===== src/rtl/psl_pkg.sv =====
package psl_pkg;
  typedef enum logic [1:0] {SRC_POST, SRC_WARN, SRC_HOT} scale_src_e;
  localparam int HOT_GAIN_DEF   = 90;     // 90/128 ~ -3.06 dB
  localparam int TICK_LIMIT_DEF = 38400;  // 400 ms at a 96 kHz tick
endpackage


===== src/rtl/psl_warn_mon.sv =====
module psl_warn_mon #(
  parameter int TICK_LIMIT = psl_pkg::TICK_LIMIT_DEF
) (
  input  logic clk,
  input  logic rst_n,
  input  logic tick,
  input  logic therm_n,
  input  logic ocur_n,
  output logic therm_s,
  output logic ocur_s,
  output logic hot
);
  localparam int CW = $clog2(TICK_LIMIT + 1);
  localparam logic [CW-1:0] LIM = CW'(TICK_LIMIT);

  logic [1:0]    th_q, th_d, oc_q, oc_d;
  logic [CW-1:0] cnt_q, cnt_d;

  always_comb begin
    th_d = {th_q[0], ~therm_n};
    oc_d = {oc_q[0], ~ocur_n};
    if (!th_q[1])
      cnt_d = '0;
    else if (tick && (cnt_q != LIM))
      cnt_d = cnt_q + 1'b1;
    else
      cnt_d = cnt_q;
  end

  always_ff @(posedge clk or negedge rst_n) begin
    if (!rst_n) begin
      th_q  <= '0;
      oc_q  <= '0;
      cnt_q <= '0;
    end else begin
      th_q  <= th_d;
      oc_q  <= oc_d;
      cnt_q <= cnt_d;
    end
  end

  assign therm_s = th_q[1];
  assign ocur_s  = oc_q[1];
  assign hot     = th_q[1] && (cnt_q == LIM);


  cnt_bound_chk: assert property (@(posedge clk) disable iff (!rst_n)
    cnt_q <= LIM);

  cnt_clear_chk: assert property (@(posedge clk) disable iff (!rst_n)
    !therm_s |=> (cnt_q == '0));

  hot_on_tick_chk: assert property (@(posedge clk) disable iff (!rst_n)
    $rose(hot) |-> $past(tick));
endmodule


===== src/rtl/psl_scale_sel.sv =====
module psl_scale_sel #(
  parameter int NCH      = 2,
  parameter int SW       = 8,
  parameter int HOT_GAIN = psl_pkg::HOT_GAIN_DEF
) (
  input  logic              clk,
  input  logic              rst_n,
  input  logic [NCH*SW-1:0] post_scale,
  input  logic [SW-1:0]     warn_limit,
  input  logic              warn_any,
  input  logic              hot,
  output logic [NCH*SW-1:0] scale
);
  import psl_pkg::*;
  localparam logic [SW-1:0] HOT_V = SW'(HOT_GAIN);

  function automatic logic [SW:0] mag(input logic [SW-1:0] v);
    return v[SW-1] ? (~{1'b1, v} + (SW+1)'(1)) : {1'b0, v};
  endfunction

  for (genvar c = 0; c < NCH; c++) begin : g_ch
    logic [SW-1:0] own, best;
    scale_src_e    src;
    assign own = post_scale[c*SW +: SW];

    always_comb begin
      best = own;
      src  = SRC_POST;
      if (warn_any && (mag(warn_limit) < mag(best))) begin
        best = warn_limit;
        src  = SRC_WARN;
      end
      if (hot && (mag(HOT_V) < mag(best))) begin
        best = HOT_V;
        src  = SRC_HOT;
      end
    end
    assign scale[c*SW +: SW] = best;


    no_gain_raise_chk: assert property (@(posedge clk) disable iff (!rst_n)
      mag(scale[c*SW +: SW]) <= mag(own));

    quiet_own_chk: assert property (@(posedge clk) disable iff (!rst_n)
      (!warn_any && !hot) |-> (scale[c*SW +: SW] == own));

    hot_src_chk: assert property (@(posedge clk) disable iff (!rst_n)
      (src == SRC_HOT) |-> hot);
  end
endmodule


===== src/rtl/psl_chan_mul.sv =====
module psl_chan_mul #(
  parameter int DW = 24,
  parameter int SW = 8
) (
  input  logic          clk,
  input  logic          rst_n,
  input  logic          en,
  input  logic [DW-1:0] din,
  input  logic [SW-1:0] scale,
  output logic [DW-1:0] dout
);
  localparam int PW = DW + SW;
  localparam logic [DW-1:0] MAXV = {1'b0, {(DW-1){1'b1}}};
  localparam logic [DW-1:0] MINV = {1'b1, {(DW-1){1'b0}}};
  localparam logic [SW-1:0] MINS = {1'b1, {(SW-1){1'b0}}};

  logic signed [PW-1:0] prod, shr;
  logic [PW-DW:0]       hi;
  logic                 fits;
  logic [DW-1:0]        res_d, res_q;

  always_comb begin
    prod = $signed(din) * $signed(scale);
    shr  = prod >>> (SW - 1);
    hi   = shr[PW-1:DW-1];
    fits = (&hi) || (~|hi);
    if (fits)
      res_d = shr[DW-1:0];
    else if (shr[PW-1])
      res_d = MINV;
    else
      res_d = MAXV;
  end

  always_ff @(posedge clk or negedge rst_n) begin
    if (!rst_n)
      res_q <= '0;
    else if (en)
      res_q <= res_d;
  end

  assign dout = res_q;


  sat_corner_chk: assert property (@(posedge clk) disable iff (!rst_n)
    (en && din == MINV && scale == MINS) |=> (dout == MAXV));

  hold_chk: assert property (@(posedge clk) disable iff (!rst_n)
    !en |=> $stable(dout));
endmodule


===== src/rtl/postscale_limiter.sv =====
module postscale_limiter #(
  parameter int NCH        = 2,
  parameter int DW         = 24,
  parameter int SW         = 8,
  parameter int TICK_LIMIT = psl_pkg::TICK_LIMIT_DEF,
  parameter int HOT_GAIN   = psl_pkg::HOT_GAIN_DEF
) (
  input  logic              clk,
  input  logic              rst_n,
  input  logic              smp_tick,
  input  logic [NCH*DW-1:0] din,
  input  logic [NCH*SW-1:0] post_scale,
  input  logic [SW-1:0]     warn_limit,
  input  logic              therm_warn_n,
  input  logic              ocur_warn_n,
  output logic [NCH*DW-1:0] dout,
  output logic              dout_vld,
  output logic              therm_flag,
  output logic              ocur_flag,
  output logic              hot_limit
);
  logic [NCH*SW-1:0] scale;
  logic              vld_d, vld_q;

  psl_warn_mon #(.TICK_LIMIT(TICK_LIMIT)) u_mon (
    .clk(clk), .rst_n(rst_n), .tick(smp_tick),
    .therm_n(therm_warn_n), .ocur_n(ocur_warn_n),
    .therm_s(therm_flag), .ocur_s(ocur_flag), .hot(hot_limit)
  );

  psl_scale_sel #(.NCH(NCH), .SW(SW), .HOT_GAIN(HOT_GAIN)) u_sel (
    .clk(clk), .rst_n(rst_n), .post_scale(post_scale),
    .warn_limit(warn_limit), .warn_any(therm_flag | ocur_flag),
    .hot(hot_limit), .scale(scale)
  );

  for (genvar c = 0; c < NCH; c++) begin : g_mul
    psl_chan_mul #(.DW(DW), .SW(SW)) u_mul (
      .clk(clk), .rst_n(rst_n), .en(smp_tick),
      .din(din[c*DW +: DW]), .scale(scale[c*SW +: SW]),
      .dout(dout[c*DW +: DW])
    );
  end

  assign vld_d = smp_tick;

  always_ff @(posedge clk or negedge rst_n) begin
    if (!rst_n) vld_q <= 1'b0;
    else        vld_q <= vld_d;
  end

  assign dout_vld = vld_q;


  vld_pulse_chk: assert property (@(posedge clk) disable iff (!rst_n)
    (dout_vld && !smp_tick) |=> !dout_vld);

  hot_needs_flag_chk: assert property (@(posedge clk) disable iff (!rst_n)
    hot_limit |-> therm_flag);
endmodule


===== config.mk =====
export PLATFORM = sky130hd
export DESIGN_NAME = postscale_limiter
export DESIGN_NICKNAME = d
export VERILOG_FILES = /design/src/rtl/psl_pkg.sv /design/src/rtl/psl_warn_mon.sv /design/src/rtl/psl_scale_sel.sv /design/src/rtl/psl_chan_mul.sv /design/src/rtl/postscale_limiter.sv
export SDC_FILE = /design/constraint.sdc
export NUM_CORES = 1
export LEC_CHECK = 0
export BUFFER_PORTS_ARGS = -buffer_cell sky130_fd_sc_hd__buf_2
export CORE_MARGIN = 1.5
export CORE_UTILIZATION = 62
export CTS_CLUSTER_DIAMETER = 80
export DETAILED_ROUTE_END_ITERATION = 7
export PLACE_DENSITY = 0.83
export SLEW_MARGIN = 20
export SYNTH_ARGS = -nofsm -noshare
export SYNTH_HDL_FRONTEND = slang
export SYNTH_HIERARCHICAL = 1
export SYNTH_SLANG_ARGS = --single-unit

===== constraint.sdc =====
create_clock -name clk -period 12.85 [get_ports clk]
set_input_delay 0.6425 -clock clk [delete_from_list [all_inputs] [get_ports clk]]
set_output_delay 0.6425 -clock clk [all_outputs]
set_load 0.03 [all_outputs]

==> results of run 1 <==
[worst max-delay path: cells and delay by family]
family / cells / cell delay [ps]
AO/OA/AOI/OAI: 11 / 3890
XOR/XNOR: 1 / 220
adder cells (fa/ha/maj): 7 / 2800
buffers and inverters: 5 / 1010
AND/OR/NAND/NOR: 5 / 1000
[flip-flops by register name, summed over array words and instances (netlist names)]
register          cells
g_mul.u_mul/dout     48
u_mon/cnt_q          16
dout_vld              1
u_mon/th_q            2
u_mon/oc_q            2
[path summary, 6_finish.rpt]
check / from / end / cells after the start
worst max register to register: u_mon/cnt_q[0] / g_mul[1].u_mul/dout[6] / 27
worst min-delay path: u_mon/th_q[0] / u_mon/th_q[1] / 0
worst max-delay path: warn_limit[0] / g_mul[1].u_mul/dout[6] / 29
worst min register to register: u_mon/th_q[0] / u_mon/th_q[1] / 0
min in group asynchronous: rst_n / u_mon/cnt_q[8] / 2
max in group asynchronous: rst_n / g_mul[0].u_mul/dout[21] / 2
[per-layer routing]
| metal | up-vias | wire, microns | share of wire [%] | global-route usage [%] |
|---|---|---|---|---|
| met1 | 7221 | 18700 | 43 | 40.7 |
| met5 | - | 13 | 0.030 | 0 |
| met2 | 544 | 20600 | 48 | 49.9 |
| li1 | 6728 | - | - | - |
| met3 | 60 | 3080 | 7.1 | 4.92 |
| met4 | 2 | 609 | 1.4 | 5.45 |
[cells in the mapped netlist (21+ instances only)]
master	instances	share of area, %
dfrtp_1	69	9.4
inv_1	488	10
nor2_1	84	1.7
a21oi_1	75	2.1
nand2_1	104	2.1
nand3_1	21	0.57
xnor2_1	50	2.4
o21ai_0	42	1.1
o22ai_2	41	2.8
clkbuf_1	50	1.0
fa_1	298	33
ha_1	137	9.4
and2_1	288	9.8
[kinds of logic after synthesis]
| family | after synthesis | share of synthesized area (%) |
|---|---|---|
| compound gates | 316 | 13.3 |
| xor+xnor | 70 | 3.35 |
| fa+ha+maj | 436 | 42.0 |
| buf+inv | 557 | 11.8 |
| flops | 69 | 9.44 |
| mux | 8 | 0.438 |
| other cells | 2 | 0.0410 |
| simple gates | 638 | 19.6 |
[metrics by stage]
step,hold WS [ps],setup WS [ps],area (sq um),utilization [%]
final,349,3420,19500,67.7
after floorplan,331,4730,18300,-
after global placement,334,3180,19200,66.6
after CTS,351,3310,19500,67.6
after global routing,355,2950,19500,67.7
after detailed placement,337,2970,19200,66.6
[cell type report]
cell class                 instances  share of cell area [%]
inverter                         488                    9.38
multi-input combinational       1472                    74.0
timing repair buffer             140                    3.74
clock inverter                     5                   0.384
tap                              384                    2.46
clock buffer                      11                    1.19
sequential                        69                    8.84
==> impl_metrics.tcl, run 1 <==
set metrics [dict create \
    clock-sinks 69 \
    grt_pass1_wl_mm 73.6 \
    crit_slowest_cell "o21ai_0" \
    setup_viol 0 \
    place_congestion 0.880 \
    ys.flop_type "dfrtp_1" \
    track_usage_pct 29.6 \
    crit_arrival_ps 9600 \
    min_path_type "reg -> reg" \
    final_cell_mix "488 x inv_1, 298 x fa_1, 288 x and2_1" \
    cts-hold-fix-buffers 0 \
    yosys_register_bits 69 \
    wl_per_cell_microns 16.8 \
    synth_edf_count 0 \
    drtIter0Drc 1173 \
    max-slew-margin-rel_pct 27.1 \
    ioPinCount 129 \
    grt_max_degree 70 \
    min_period_ps 9430 \
    numCtsBuffers 9 \
    h-tree-depth 3 \
    outcome "completed" \
    postRouteAntennaNets 0 \
    worst_pin_slew_ps 1090 \
    crit_type "in -> reg" \
    fp.dieArea_sq_um 30600 \
    cts_tree "done" \
    nets 2692 \
    slew_viol_final 0 \
    cts_resized 0 \
    rrSetupSlack_ps 3710 \
    final.setup.tns_ps 0 \
    skew_ps 3.33 \
    grt_pass1_vias 15447 \
    cp.required_ps 13020 \
    fillCellCount 2324 \
    core_area_sq_um 28900 \
    postCtsSetupRepairBufs 0 \
    route.detailed.drc 0 \
    io_buffers 128 \
    post_synth.cell_area_avg_sq_um 8.73 \
    synth_cell_types 87 \
    multi_input_area_sq_um 14500 \
    die_h_microns 175 \
    root_buffer "clkbuf_16" \
    slowest_delay_ps 820 \
    syn2layout_area_growth_pct 6.72 \
    clockBufferDepth 2 \
    regArea_sq_um 1730 \
    routed_wl_mm 43.1 \
    die_w_microns 175 \
    dpl.hpwl_mm 35.4 \
    cp-end-kind "flip-flop" \
    via_per_inst 5.67 \
    num_rows 62 \
    finalCritPeriodShare_pct 73.4 \
    yosysSeqAreaShare_pct 9.44 \
    initial_utilization_pct 63.4 \
    antenna_found_initial 1 \
    vias 14555 \
    syn_inst 2096 \
    start_kind "input port" \
    hold_violations 0 \
    ys_warn_count 6 \
    crit_fanout 25 \
    layout_commonest_cell "inv_1" \
    clkSlewWorstSetupHoldPaths_ps 60 \
    n_antenna_cell 0 \
    placedCellCount 2553 \
    maxCapViolations 0 \
    fin_cells 2569 \
    drtPass1Iterations 5 \
    clk_latency_ps 330 \
    syn_area_sq_um 18300 \
    async_flop_share_pct 100 \
    overflow 0 \
    fmax_mhz 106 \
    rsz0062_at_grt "no" \
    drive_gt1_share_pct 11.8 \
]
Power of run 1 is not shown: default switching activity piles up to over one toggle a cycle in this logic, so the estimate is an artifact.
==> run 2, diff against run 1 <==
Settings changed: ABC_AREA set to 1, PLACE_DENSITY 0.83 to 0.82.
Clock period 12.85 ns to 9.8 ns, I/O delays scaled along.
==> run 2 against run 1 <==
Effect of this change: final area grew 7.9%; utilization decreased by 1.1 points; flip-flop and latch count did not move; register-to-register slack got worse by 2000 ps; critical path type unchanged.
==> impl_metrics.tcl, run 2 <==
set metrics [dict create \
    cts_resized 0 \
    slowest_delay_ps 550 \
    n_antenna_cell 0 \
    drive_gt1_share_pct 10.3 \
    die_h_microns 183 \
    finalCritPeriodShare_pct 83.9 \
    io_buffers 128 \
    yosysTopAreaCell "fa_1" \
    track_usage_pct 30.2 \
    dpl.hpwl_mm 40.6 \
    drtPass1Iterations 5 \
    rsz0062_at_grt "no" \
    min_period_ps 8220 \
    layout_commonest_cell "inv_1" \
    start_kind "input port" \
    async_flop_share_pct 100 \
    drtIter0Drc 1278 \
    syn_area_sq_um 20000 \
    max-slew-margin-rel_pct 33.9 \
    yosysMostFrequentCell "inv_1" \
    antenna_found_initial 1 \
    crit_arrival_ps 8400 \
    fmax_mhz 122 \
    hold_violations 0 \
    ioPinCount 129 \
    cts_tree "done" \
    nets 3502 \
    timing.final.ws_setup_ps 1580 \
    grt_pass1_wl_mm 82.6 \
    synth_edf_count 0 \
    crit_slowest_cell "nor2_4" \
    post_synth.cell_area_avg_sq_um 6.82 \
    clock-sinks 69 \
    yosysTopAreaCellShare_pct 29.8 \
    cp_common_cell "inv_1" \
    crit_type "in -> reg" \
    synth_common_cells "880 x inv_1, 782 x nand2_1, 298 x fa_1" \
    syn_inst 2935 \
    cp-end-kind "flip-flop" \
    largest_register_ffs 48 \
    postCtsSetupRepairBufs 0 \
    multi_input_area_sq_um 14500 \
    cp_top_family "adder cells" \
    ys_warn_count 6 \
    root_buffer "clkbuf_16" \
    syn2layout_area_growth_pct 5.21 \
    synth_area_leaders "fa_1 30%, inv_1 16%, nand2_1 15%" \
    clk_latency_ps 330 \
    yosys_register_bits 69 \
    synth_cell_types 47 \
    post-route-util_pct 66.6 \
    route.detailed.drc 0 \
    slew_viol_final 0 \
    ys.flop_type "dfrtp_1" \
    postRouteAntennaNets 0 \
    fp.dieArea_sq_um 33400 \
    die_w_microns 183 \
    grt_pass1_vias 18215 \
    routed_wl_mm 48.1 \
    vias 17551 \
    final.setup.tns_ps 0 \
    via_per_inst 5.17 \
    overflow 0 \
    yosysSeqAreaShare_pct 8.62 \
    core_area_sq_um 31600 \
    regArea_sq_um 1730 \
    fillCellCount 2807 \
    crit_fanout 24 \
    num_rows 65 \
    wl_per_cell_microns 14.2 \
    place_ws_ps 1240 \
    skew_ps 5.46 \
    place_congestion 0.937 \
    maxCapViolations 0 \
    outcome "completed" \
    cts-hold-fix-buffers 0 \
    final_cell_mix "880 x inv_1, 782 x nand2_1, 298 x fa_1" \
    crit_buf_inv 8 \
    grt_max_degree 70 \
    setup_viol 0 \
    h-tree-depth 3 \
    clkSlewWorstSetupHoldPaths_ps 60 \
    numCtsBuffers 9 \
    min_path_type "in -> reg" \
    clockBufferDepth 2 \
    worst_pin_slew_ps 989 \
    initial_utilization_pct 63.3 \
    cp.required_ps 9980 \
]
-- run 2: worst register-to-register path, delay by kind of cell, from the launching register on --
kind                       cells  cell delay (ps)
and+or+nand+nor               13             2470
adders and majority gates      5             2340
AOI/OAI and AO/OA              5             1370
buffers and inverters          8             1000
DFF                            1              710
-- run 2: cell type report --
type                       count  area share (%)
multi-input combinational   1890            68.8
sequential                    69            8.19
timing repair buffer         136            3.33
clock buffer                   9            1.07
inverter                     884            15.8
tap                          402            2.39
clock inverter                 6           0.422
-- run 2: kinds of logic after synthesis --
family | synth area share, %
flops | 8.62
other cells | 0.0375
xor+xnor | 2.23
simple gates | 25.8
compound gates | 5.97
fa+ha+maj | 38.3
buf+inv | 19.0
-- run 2: routing by layer --
layer / track usage [%] / part of all wire, % / vias to the layer above
met1: 38.9 / 43 / 8296
li1: - / - / 8443
met2: 52.1 / 47 / 689
met4: 9.59 / 2.7 / 2
met3: 4.81 / 7.5 / 121
met5: 0 / 0.017 / -
-- run 2: final timing paths --
| check | from | to | slack [ps] | cells after the start |
|---|---|---|---|---|
| max | warn_limit[0] | g_mul[1].u_mul/dout[21] | 1580 | 41 |
| min | therm_warn_n | u_mon/th_q[0] | 310 | 2 |
| max reg2reg | u_mon/th_q[1] | g_mul[1].u_mul/dout[21] | 1760 | 31 |
| min reg2reg | u_mon/th_q[0] | u_mon/th_q[1] | 350 | 0 |
| max in group asynchronous | rst_n | u_mon/cnt_q[15] | 8900 | 2 |
| min in group asynchronous | rst_n | u_mon/cnt_q[5] | 350 | 2 |
-- run 2: metrics by stage --
step	area (sq um)	cells	hold WS, ps
global placement	20700	3381	333
finish	21100	3396	312
detailed placement	20700	3381	340
CTS	21100	3396	303
global route	21100	3396	309
floorplan	20000	2937	194
Power of run 2 is left out for the same reason.
==> run 3, diff against run 2 <==
Settings changed: CORE_UTILIZATION 62 to 58, PLACE_DENSITY 0.82 to 0.81.
Clock period 9.8 ns to 7.1 ns, I/O delays scaled along.
==> run 3 against run 2 <==
Effect of this change: flip-flop and latch count unchanged; clock skew about the same; first-iteration DRC count increased by 17%; critical path type unchanged; via count increased by 13%; setup slack got worse by 1700 ps; the flow now finishes with violations (negative setup slack); die area increased by 6.8%.
==> impl_metrics.tcl, run 3 (synthesis results as in run 2) <==
set metrics [dict create \
    dpl.hpwl_mm 43.2 \
    numCtsBuffers 9 \
    die_w_microns 189 \
    postRouteAntennaNets 0 \
    slowest_delay_ps 540 \
    start_kind "input port" \
    cp_top_family "adder cells" \
    violations "negative setup slack" \
    n_antenna_cell 0 \
    h-tree-depth 3 \
    cp-end-kind "flip-flop" \
    timing.final.ws_setup_ps -96.2 \
    routed_wl_mm 60.5 \
    crit_fanout 8 \
    place_ws_ps -492 \
    vias 19892 \
    crit_type "in -> reg" \
    drive_gt1_share_pct 26.4 \
    outcome "finished, violations left" \
    setup_viol 23 \
    overflow 0 \
    crit_slowest_cell "fa_1" \
    drtPass1Iterations 6 \
    grt_pass1_vias 19425 \
    clkSlewWorstSetupHoldPaths_ps 60 \
    grt_max_degree 70 \
    largest_register_ffs 48 \
    maxCapViolations 0 \
    cts_tree "done" \
    regArea_sq_um 1730 \
    fmax_mhz 139 \
    final_cell_mix "842 x inv_1, 720 x nand2_1, 292 x fa_1" \
    r2r_cells 39 \
    cp_common_cell "nand2_2" \
    nets 3838 \
    rsz0062_at_grt "yes" \
    via_per_inst 5.26 \
    drtIter0Drc 1492 \
    worst_pin_slew_ps 860 \
    ioPinCount 129 \
    clock-sinks 69 \
    clk_latency_ps 330 \
    reg2reg_to "g_mul[0].u_mul/dout[13]" \
    min_to "u_mon/th_q[0]" \
    route.detailed.drc 0 \
    fillCellCount 2318 \
    min_delay_path_depth 2 \
    max-slew-margin-rel_pct 42.7 \
    rr_startpoint "u_mon/th_q[1]" \
    place_congestion 0.941 \
    slew_viol_final 0 \
    min_from "therm_warn_n" \
    die_h_microns 189 \
    initial_utilization_pct 59.3 \
    min_period_ps 7200 \
    clockBufferDepth 2 \
    finalCritPeriodShare_pct 101 \
    track_usage_pct 29.7 \
    num_rows 67 \
    syn2layout_area_growth_pct 28.1 \
    post-route-util_pct 76.0 \
    fp.dieArea_sq_um 35700 \
    layout_commonest_cell "inv_1" \
    hold_violations 0 \
    cp.required_ps 7350 \
    min_path_type "in -> reg" \
    rrSetupSlack_ps 310 \
    skew_ps 5.27 \
    crit_buf_inv 14 \
    crit_arrival_ps 7440 \
    multi_input_area_sq_um 16000 \
    core_area_sq_um 33800 \
    wl_per_cell_microns 16.0 \
    grt_pass1_wl_mm 87.3 \
    io_buffers 128 \
    antenna_found_initial 1 \
    hold_ws_ps 193 \
    root_buffer "clkbuf_16" \
]
## run 3: cell types whose count changed in the layout (fill, tap and decap cells not counted), sizes merged
cell / change
buf: +320
nor2: +1
clkinv: +1
bufinv: -1
nand2: +2
clkbuf: +14
## run 3: final cells by class
class | count | area share, %
inverter | 884 | 13.0
clock inverter | 6 | 0.249
tap | 448 | 2.18
clock buffer | 10 | 0.892
sequential | 69 | 6.73
multi-input combinational | 1893 | 62.2
timing repair buffer | 469 | 14.7
## run 3: worst max-delay path by stage
stage,from,to,depth (start not counted)
5_1_grt,warn_limit[1],g_mul[0].u_mul/dout[11],50
2_1_floorplan,warn_limit[0],g_mul[0].u_mul/dout[21],44
3_3_place_gp,warn_limit[0],g_mul[0].u_mul/dout[21],45
4_1_cts,warn_limit[0],g_mul[1].u_mul/dout[0],44
3_5_place_dp,warn_limit[0],g_mul[0].u_mul/dout[4],45
6_report,warn_limit[1],g_mul[0].u_mul/dout[13],48
## run 3: layer usage
layer / track usage, % / part of all wire (%) / up-vias
li1: - / - / 9137
met5: 0 / 0.017 / -
met2: 52.7 / 49 / 1095
met3: 3.15 / 8.5 / 271
met4: 8.82 / 4.5 / 2
met1: 38.1 / 38 / 9387
## run 3: worst register-to-register path: cells and delay by family, from the launching register on
family / cells / cell delay, ps
compound gates: 5 / 1000
fa+ha+maj: 5 / 2270
flops: 1 / 400
buf+inv: 14 / 1670
simple gates: 15 / 1370
## run 3: timing repair
action,in CTS,in global routing
setup endpoints to repair,20,48
hold buffers,0,0
buffers inserted,0,44
pin swaps,1,138
cloned,1,17
gates resized for setup,2,342
## run 3: through the flow
step	std cells	setup TNS [ps]	area (sq um)
floorplan	2937	0	20000
global placement	3704	-11290	23100
detailed placement	3704	-17000	23100
CTS	3721	0	23400
global route	3779	-12330	25700
finish	3779	-896	25700
Power of run 3 is left out for the same reason.
